[src/rtl/ncl_steer_pkg.sv]
package ncl_steer_pkg;

    typedef enum logic {
        TH_LOW  = 1'b0,
        TH_HIGH = 1'b1
    } th_state_e;

    // Source bit index for a left rotation by sh positions on a w-bit word
    function automatic int rot_src(input int i, input int sh, input int w);
        return (i + w - (sh % w)) % w;
    endfunction

endpackage

[src/rtl/ncl_sel_decoder.sv]
module ncl_sel_decoder #(
    parameter int SEL_W = 2,
    localparam int NUM_BR = 1 << SEL_W
) (
    input  logic              clk,
    input  logic              rst_n,
    input  logic [SEL_W-1:0]  pick_t,
    input  logic [SEL_W-1:0]  pick_f,
    output logic [NUM_BR-1:0] en
);

    for (genvar k = 0; k < NUM_BR; k++) begin : g_dec
        logic hit;
        always_comb begin
            hit = 1'b1;
            for (int j = 0; j < SEL_W; j++) begin
                if (((k >> j) & 1) == 1) hit = hit & pick_t[j];
                else                     hit = hit & pick_f[j];
            end
        end
        assign en[k] = hit;
    end

    // enables are mutually exclusive
    p_single_enable_r2: assert property (@(posedge clk) disable iff (!rst_n)
        $onehot0(en));

    // an incomplete select enables nothing
    p_partial_select_r2: assert property (@(posedge clk) disable iff (!rst_n)
        ((pick_t | pick_f) != {SEL_W{1'b1}}) |-> (en == '0));

endmodule

[src/rtl/ncl_th22_gate.sv]
module ncl_th22_gate
    import ncl_steer_pkg::*;
(
    input  logic clk,
    input  logic rst_n,
    input  logic a,
    input  logic b,
    output logic q
);

    th_state_e state_q, state_d;

    always_ff @(posedge clk or negedge rst_n) begin
        if (!rst_n) state_q <= TH_LOW;
        else        state_q <= state_d;
    end

    always_comb begin
        state_d = state_q;
        unique case (state_q)
            TH_LOW:  if (a && b)   state_d = TH_HIGH;
            TH_HIGH: if (!a && !b) state_d = TH_LOW;
            default:               state_d = TH_LOW;
        endcase
    end

    always_comb q = (state_q == TH_HIGH);

    // set, clear and hold behaviour of the threshold-2-of-2 gate
    p_set_r3: assert property (@(posedge clk) disable iff (!rst_n)
        (a && b) |=> q);
    p_clear_r3: assert property (@(posedge clk) disable iff (!rst_n)
        (!a && !b) |=> !q);
    p_hold_r3: assert property (@(posedge clk) disable iff (!rst_n)
        (a != b) |=> $stable(q));

endmodule

[src/rtl/ncl_branch_stub.sv]
module ncl_branch_stub
    import ncl_steer_pkg::*;
#(
    parameter int WIDTH = 8,
    parameter int SHIFT = 0
) (
    input  logic [WIDTH-1:0] x_t,
    input  logic [WIDTH-1:0] x_f,
    output logic [WIDTH-1:0] y_t,
    output logic [WIDTH-1:0] y_f
);

    for (genvar i = 0; i < WIDTH; i++) begin : g_wire
        localparam int SRC = rot_src(i, SHIFT, WIDTH);
        assign y_t[i] = x_t[SRC];
        assign y_f[i] = x_f[SRC];
    end

endmodule

[src/rtl/ncl_or_merge.sv]
module ncl_or_merge #(
    parameter int WIDTH  = 8,
    parameter int NUM_BR = 4
) (
    input  logic                          clk,
    input  logic                          rst_n,
    input  logic [NUM_BR-1:0][WIDTH-1:0]  br_t,
    input  logic [NUM_BR-1:0][WIDTH-1:0]  br_f,
    output logic [WIDTH-1:0]              res_t,
    output logic [WIDTH-1:0]              res_f
);

    logic [NUM_BR-1:0] active;

    always_comb begin
        res_t = '0;
        res_f = '0;
        for (int k = 0; k < NUM_BR; k++) begin
            res_t     = res_t | br_t[k];
            res_f     = res_f | br_f[k];
            active[k] = (|br_t[k]) | (|br_f[k]);
        end
    end

    // only one branch may carry DATA at any time
    p_one_branch_r4: assert property (@(posedge clk) disable iff (!rst_n)
        $onehot0(active));

    // no result pair with both rails asserted
    p_pair_legal_r10: assert property (@(posedge clk) disable iff (!rst_n)
        (res_t & res_f) == '0);

endmodule

[src/rtl/ncl_steer_unit.sv]
module ncl_steer_unit #(
    parameter int WIDTH = 8,
    parameter int SEL_W = 2,
    localparam int NUM_BR = 1 << SEL_W
) (
    input  logic             clk,
    input  logic             rst_n,
    input  logic [WIDTH-1:0] data_t,
    input  logic [WIDTH-1:0] data_f,
    input  logic [SEL_W-1:0] pick_t,
    input  logic [SEL_W-1:0] pick_f,
    output logic [WIDTH-1:0] res_t,
    output logic [WIDTH-1:0] res_f
);

    logic [NUM_BR-1:0]             en;
    logic [NUM_BR-1:0][WIDTH-1:0]  g_t, g_f;
    logic [NUM_BR-1:0][WIDTH-1:0]  s_t, s_f;

    ncl_sel_decoder #(.SEL_W(SEL_W)) u_dec (
        .clk    (clk),
        .rst_n  (rst_n),
        .pick_t (pick_t),
        .pick_f (pick_f),
        .en     (en)
    );

    for (genvar k = 0; k < NUM_BR; k++) begin : g_branch
        for (genvar i = 0; i < WIDTH; i++) begin : g_rail
            ncl_th22_gate u_gt (
                .clk(clk), .rst_n(rst_n), .a(data_t[i]), .b(en[k]), .q(g_t[k][i])
            );
            ncl_th22_gate u_gf (
                .clk(clk), .rst_n(rst_n), .a(data_f[i]), .b(en[k]), .q(g_f[k][i])
            );
        end

        ncl_branch_stub #(.WIDTH(WIDTH), .SHIFT(k)) u_stub (
            .x_t (g_t[k]),
            .x_f (g_f[k]),
            .y_t (s_t[k]),
            .y_f (s_f[k])
        );
    end

    ncl_or_merge #(.WIDTH(WIDTH), .NUM_BR(NUM_BR)) u_merge (
        .clk   (clk),
        .rst_n (rst_n),
        .br_t  (s_t),
        .br_f  (s_f),
        .res_t (res_t),
        .res_f (res_f)
    );

    // an all-NULL input clears the result after one edge
    p_null_clear_r8: assert property (@(posedge clk) disable iff (!rst_n)
        ((data_t | data_f) == '0 && (pick_t | pick_f) == '0) |=> ((res_t | res_f) == '0));

    // with no branch enabled, a NULL result stays NULL
    p_no_enable_stays_null_r7: assert property (@(posedge clk) disable iff (!rst_n)
        ((res_t | res_f) == '0 && en == '0) |=> ((res_t | res_f) == '0));

endmodule

[config.mk]
export PLATFORM = sky130hd
export DESIGN_NAME = ncl_steer_unit
export DESIGN_NICKNAME = d
export VERILOG_FILES = /design/src/rtl/ncl_steer_pkg.sv /design/src/rtl/ncl_sel_decoder.sv /design/src/rtl/ncl_th22_gate.sv /design/src/rtl/ncl_branch_stub.sv /design/src/rtl/ncl_or_merge.sv /design/src/rtl/ncl_steer_unit.sv
export SDC_FILE = /design/constraint.sdc
export NUM_CORES = 1
export LEC_CHECK = 0
export ABC_AREA = 1
export BUFFER_PORTS_ARGS = -buffer_cell sky130_fd_sc_hd__buf_2
export CORE_UTILIZATION = 42
export CTS_CLUSTER_DIAMETER = 30
export DETAILED_ROUTE_END_ITERATION = 10
export SLEW_MARGIN = 20
export SYNTH_ARGS = -nofsm -noshare
export SYNTH_HDL_FRONTEND = slang
export SYNTH_HIERARCHICAL = 1
export SYNTH_SLANG_ARGS = --single-unit
[constraint.sdc]
create_clock -name clk -period 1.17 [get_ports clk]
set_input_delay 0.351 -clock clk [delete_from_list [all_inputs] [get_ports clk]]
set_output_delay 0.351 -clock clk [all_outputs]
set_load 0.005 [all_outputs]
==> results.yml, run 1 <==
outcome:
  status: "finished, violations left"
  violations: "setup timing"
floorplanning:
  io_pins: 38
  die_w_um: 91.49
  dieHeight_um: 91.49
  start_util_pct: 43.52
  rows: 32
  design.core.area_sq_um: 7727
  die_area_sq_um: 8370
place:
  place_inst: 520
  io_buffers: 37
  gp_routability_congestion: 0.6825
  hpwl_um: 3762
yosys:
  synth.distinct_cells: 6
  synth_seq_area_share_pct: 47.62
  synth_top_cell_by_area: "dfrtp_1"
  synth.top_cell.area_share_pct: 47.62
  ys.warnings.count: 6
  synthCells: 444
  ys_ff_latch: 64
  synth_nets: 466
  syn_area_per_cell_sq_um: 7.575
  syn_area_sq_um: 3363
  ys_top_cells_by_area: "dfrtp_1 (48%), buf_4 (15%), nor2_1 (11%)"
final_layout:
  antenna_cells: 0
  fillers: 785
  drive_above_1_share_pct: 16.82
  final_util_pct: 45.81
  layout.cells.non_filler: 542
  nNetsFinal: 457
  area_growth_pct: 5.245
sta:
  layout_setup_ws_ns: -0.2260
  drv_slew: 0
  rsz0062_at_grt: "true"
  period_needed_ns: 1.396
  timing.fmax_mhz: 716.3
  tightest_slew_ns: 0.3468
  worst_clock_skew_ns: 0
  timing.final.crit_share_pct: 119.3
  hold_violations: 0
  maxSlewHeadroom_pct: 76.88
  setup_viol: 16
worst_setup_path:
  end_kind: "output port"
  r2r_end: "g_branch[3].g_rail[2].u_gt/q$_DFF_PN0_"
  arrival_ns: 1.05
  start_kind: "flop"
  regToRegSetupSlack_ns: 0.44
  ff2ff_path_depth: 3
  crit_fanout: 2
  worstReg2RegStart: "g_branch[3].g_rail[2].u_gt/q$_DFF_PN0_"
  critPathKind: "flop to output port"
  crit_required_ns: 0.82
clock_network:
  clock_latency_ns: 0.33
  clockBufferDepth: 2
  cts.sinks: 64
  cts-htree-levels: 3
  path_clk_slew_ns: 0.07
  ctsHoldBuffers: 0
  clock-root-buffer: "clkbuf_8"
  cts_buffers: 9
  cts_tree: "yes"
global_routing:
  antenna_found_initial: 0
  top_usage_layer: "met2"
  globalRouteTotalUtil_pct: 16.05
  grt_overflow: 0
  grt_pass1_vias: 2131
  met1_usage_pct: 21.68
  grt_max_degree: 65
  grt_util_met3_pct: 2.680
  use_met2_pct: 24.19
  grt_pass1_wl_um: 10210
power_and_ir_drop:
  power.density_nw_per_um2: 1470
  finalPower_w: 0.005203
  power.leakage_nw: 1.744
  irDropWorstVdd_mv: 0.4999
routing:
  via_per_inst: 4.360
  drtIter0Drc: 134
  route.detailed.drc: 0
  vias: 2363
  firstDrtPassIters: 4
  routed_wl_um: 5856
  wl_per_cell_um: 10.80
  antenna_left: 0
worst_hold_path:
  holdCritPathClass: "input port to asynchronous set/reset pin"
job:
  max_cap_viol_count: 0
-- layer usage --
| metal | part of all wire, % | vias up |
|---|---|---|
| met1 | 49 | 1058 |
| li1 | - | 1255 |
| met4 | 1.3 | 0 |
| met5 | 0 | - |
| met2 | 46 | 44 |
| met3 | 4.1 | 6 |
-- Yosys cell counts --
| cell type | instances |
|---|---|
| buf_4 | 68 |
| nand2_1 | 84 |
| nor2_1 | 96 |
| inv_1 | 68 |
| dfrtp_1 | 64 |
| a21oi_1 | 64 |
-- per-stage QoR --
stage,instance area [sq um],setup TNS [ns],hold WS [ns],setup slack (ns)
2_1_floorplan,3363,0,0.05541,0.1979
3_3_place_gp,3266,0,0.3954,0.1067
4_1_cts,3487,-3.635,0.01507,-0.2516
6_report,3540,-3.113,0.01470,-0.2260
3_5_place_dp,3266,0,0.3964,0.08867
5_1_grt,3540,-4.210,0.03180,-0.3114
-- cells in the final DEF (no fill, tap or decap) --
master and count:
nand2_1 84, nor2_1 84, inv_1 68, a21oi_1 64
dfrtp_1 64, buf_2 37, nor2_2 12, clkbuf_8 11
buf_4 6, buf_12 5, clkinv_2 2, clkbuf_1 2
bufinv_16 1
-- layout make-up --
class                   instances  area (sq um)  share of cell area, %
clock buffers                  13         158.9                  4.489
flip-flops and latches         64          1602                  45.25
repair buffers                 48         330.3                  9.332
inverters                      68         255.2                  7.211
well taps                     102         127.6                  3.606
multi-input cells             244          1026                  28.99
clock inverters                 3         40.04                  1.131
-- worst max-delay path, stage by stage (launching register included) --
cell and delay [ns]:
dfrtp_1 0.39, nor2_2 0.14, nand2_1 0.06, buf_2 0.12
-- timing repair --
action / 4_1_cts / 5_1_grt
resized for setup: 6 / 6
buffers inserted: 1 / 5
endpoints found under the setup margin: 16 / 16
pin swaps: 10 / 12
-- sequential cells by signal, summed over array words and instances (netlist names) --
register and count:
g_branch.g_rail.u_gf/q 32, g_branch.g_rail.u_gt/q 32
-- cells by family (layout without fill, tap and decap cells) --
family / count (synthesis) / count (layout) / share of synthesized area (%)
DFF: 64 / 64 / 47.62
AOI/OAI and AO/OA: 64 / 64 / 9.524
buffers and inverters: 136 / 132 / 22.77
and+or+nand+nor: 180 / 180 / 20.09
-- where the power goes --
part | internal, W | leakage, nW | total, W | switching, W
clock network | 0.00110 | 0.103 | 0.00190 | 0.000810
registers | 0.00240 | 0.846 | 0.00251 | 0.000107
logic | 0.000346 | 0.795 | 0.000792 | 0.000446
total | 0.00384 | 1.74 | 0.00520 | 0.00136
-- how the worst max path moves through the flow --
stage	startpoint	endpoint	slack (ns)	cells past startpoint
6_report	g_branch[2].g_rail[0].u_gt/q$_DFF_PN0_	res_t[2]	-0.23	3
4_1_cts	g_branch[0].g_rail[4].u_gt/q$_DFF_PN0_	res_t[4]	-0.25	3
3_3_place_gp	g_branch[2].g_rail[3].u_gt/q$_DFF_PN0_	res_t[5]	0.11	3
2_1_floorplan	g_branch[2].g_rail[6].u_gf/q$_DFF_PN0_	res_f[0]	0.20	3
5_1_grt	g_branch[0].g_rail[6].u_gf/q$_DFF_PN0_	res_f[6]	-0.31	3
3_5_place_dp	pick_t[0]	g_branch[1].g_rail[0].u_gt/q$_DFF_PN0_	0.09	6
(Power assumes the default switching activity.)
==> run 2: changes to the inputs <==
- SYNTH_HIERARCHICAL: 1 -> default
==> results.yml, run 2 <==
place:
  hpwl_um: 4652
  io_buffers: 37
  dpl_cell_area_sq_um: 3398
  place_inst: 562
  gp_routability_congestion: 0.7728
yosys:
  yosysMostFrequentCell: "nand2_1"
  synth_common_cells: "nand2_1 (255), inv_1 (80), dfrtp_1 (64), nand4_1 (16), nand2_2 (5)"
  ys_ff_latch: 64
  synth_top_cell_by_area: "dfrtp_1"
  syn_area_per_cell_sq_um: 7.145
  ys_top_cells_by_area: "dfrtp_1 (52%), nand2_1 (31%), inv_1 (9.8%)"
  synth_seq_area_share_pct: 52.37
  synth.distinct_cells: 8
  async_flop_share_pct: 100.0
  synth_nets: 450
  ys.warnings.count: 0
  synthFlopType: "dfrtp_1"
  synth.top_cell.area_share_pct: 52.37
  syn_area_sq_um: 3058
  synthCells: 428
  synth_enable_flop_cells: 0
routing:
  firstDrtPassIters: 4
  wl_per_cell_um: 11.76
  route.detailed.drc: 0
  antenna_left: 0
  via_per_inst: 4.451
  drtIter0Drc: 160
  routed_wl_um: 7326
  vias: 2773
power_and_ir_drop:
  irDropWorstVdd_mv: 0.5514
  power.density_nw_per_um2: 1346
  power.leakage_nw: 2.367
floorplanning:
  dieHeight_um: 87.33
  die_w_um: 87.33
  rows: 30
  io_pins: 38
  die_area_sq_um: 7626
  start_util_pct: 44.28
  design.core.area_sq_um: 6907
worst_setup_path:
  max_stage_delay_ns: 0.39
  crit_family: "flip-flops"
  arrival_ns: 1.05
  crit_fanout: 2
  end_kind: "output port"
  start_kind: "flop"
  critPathKind: "flop to output port"
  crit_required_ns: 0.82
  worstPathBufferInverterCount: 2
  slowest_stage: "dfrtp_1"
  path_cells: "inv_2 -> nand4_1 -> buf_2"
sta:
  tightest_slew_ns: 0.3494
  layout_setup_ws_ns: -0.2306
  setup_tns_ns: -3.145
  maxSlewHeadroom_pct: 76.68
  rsz0062_at_grt: "true"
  period_needed_ns: 1.401
  worst_clock_skew_ns: 0
  setup_viol: 16
  timing.fmax_mhz: 714.0
  drv_slew: 0
  timing.final.crit_share_pct: 119.7
  hold_violations: 0
final_layout:
  layout_common_cells: "nand2_1 (253), dfrtp_1 (64), inv_2 (50)"
  drive_above_1_share_pct: 30.17
  layout_commonest_cell: "nand2_1"
  nNetsFinal: 547
  layout.cells.non_filler: 623
  area_growth_pct: 28.56
  fin_area_sq_um: 3931
  antenna_cells: 0
outcome:
  violations: "setup timing"
  status: "finished, violations left"
global_routing:
  grt_overflow: 0
  grt_max_degree: 65
  grt_pass1_vias: 2474
  grt_pass1_wl_um: 11610
  globalRouteTotalUtil_pct: 20.54
  antenna_found_initial: 0
clock_network:
  clock_latency_ns: 0.33
  cts-htree-levels: 3
  clock-root-buffer: "clkbuf_8"
  ctsHoldBuffers: 0
  cts_buffers: 9
  clockBufferDepth: 2
  cts_tree: "yes"
  cts.sinks: 64
  path_clk_slew_ns: 0.06
job:
  max_cap_viol_count: 0
worst_hold_path:
  holdCritPathClass: "input port to asynchronous set/reset pin"
[run 2: cell count changes after synthesis, sizes merged]
cell / previous run / this run
a21oi: 64 / 0
buf: 68 / 4
inv: 68 / 84
nand2: 84 / 260
nand4: 0 / 16
nor2: 96 / 0
[run 2: area by class of cell]
type	instances	area [sq um]
Inverter	84	315.3
Timing Repair Buffer	90	640.6
Sequential cell	64	1602
Clock buffer	12	155.1
Clock inverter	1	5.005
Tap cell	96	120.1
Fill cell	662	2975
Multi-Input combinational cell	276	1094
[run 2: per-stage QoR]
step | hold slack [ns] | total power, W | utilization, % | setup WS [ns]
5_1_grt | 0.04177 | 0.005603 | 56.92 | -0.2851
4_1_cts | 0.03182 | 0.005211 | 54.67 | -0.2339
6_report | 0.02576 | 0.005293 | 56.92 | -0.2306
3_3_place_gp | 0.3982 | 0.003390 | 49.20 | 0.1256
3_5_place_dp | 0.3919 | 0.003413 | 49.20 | 0.1134
2_1_floorplan | 0.05541 | 0.003060 | - | 0.3025
[run 2: routing by layer]
metal  global-route usage, %  part of all wire [%]  vias up
met5                       0                     0        -
met4                   9.836                   1.4        0
met3                   4.171                   4.1       10
met2                   30.26                    44       54
met1                   28.87                    50     1270
li1                        -                     -     1439
[run 2: cells by family after synthesis]
logic type / Yosys count / share of synthesized area (%)
buffers and inverters: 88 / 12.03
and+or+nand+nor: 276 / 35.60
DFF: 64 / 52.37
[run 2: worst paths after layout]
| kind | startpoint | end | slack, ns | depth (start not counted) |
|---|---|---|---|---|
| min in group clk | data_f[7] | g_branch[2].g_rail[7].u_gf.q$_DFF_PN0_ | 0.28 | 3 |
| hold / removal | rst_n | g_branch[1].g_rail[6].u_gf.q$_DFF_PN0_ | 0.03 | 2 |
| setup reg to reg | g_branch[3].g_rail[4].u_gt.q$_DFF_PN0_ | g_branch[3].g_rail[4].u_gt.q$_DFF_PN0_ | 0.06 | 8 |
| hold reg to reg | g_branch[0].g_rail[5].u_gf.q$_DFF_PN0_ | g_branch[0].g_rail[5].u_gf.q$_DFF_PN0_ | 0.48 | 2 |
| max in group asynchronous | rst_n | g_branch[3].g_rail[1].u_gt.q$_DFF_PN0_ | 0.87 | 2 |
| setup / recovery | g_branch[3].g_rail[6].u_gt.q$_DFF_PN0_ | res_t[1] | -0.23 | 3 |
[run 2: power breakdown]
part | switching (W) | internal [W] | leakage, nW
Sequential | 0.000139 | 0.00243 | 0.818
Combinational | 0.000580 | 0.000510 | 1.46
Clock | 0.000784 | 0.000847 | 0.0842
[run 2: timing repair]
| action | CTS | global route |
|---|---|---|
| pin swaps | 8 | 12 |
| buffers inserted | 29 | 24 |
| gates resized for setup | 24 | 26 |
| setup endpoints to repair | 16 | 18 |
[run 2: worst reg2reg max path, stage by stage (launching register included)]
cell and delay, ns:
dfrtp_1 0.35, inv_1 0.06, buf_4 0.13, buf_4 0.12
buf_4 0.12, buf_4 0.12, nand2_2 0.05, nand2_1 0.04
nand2_1 0.06
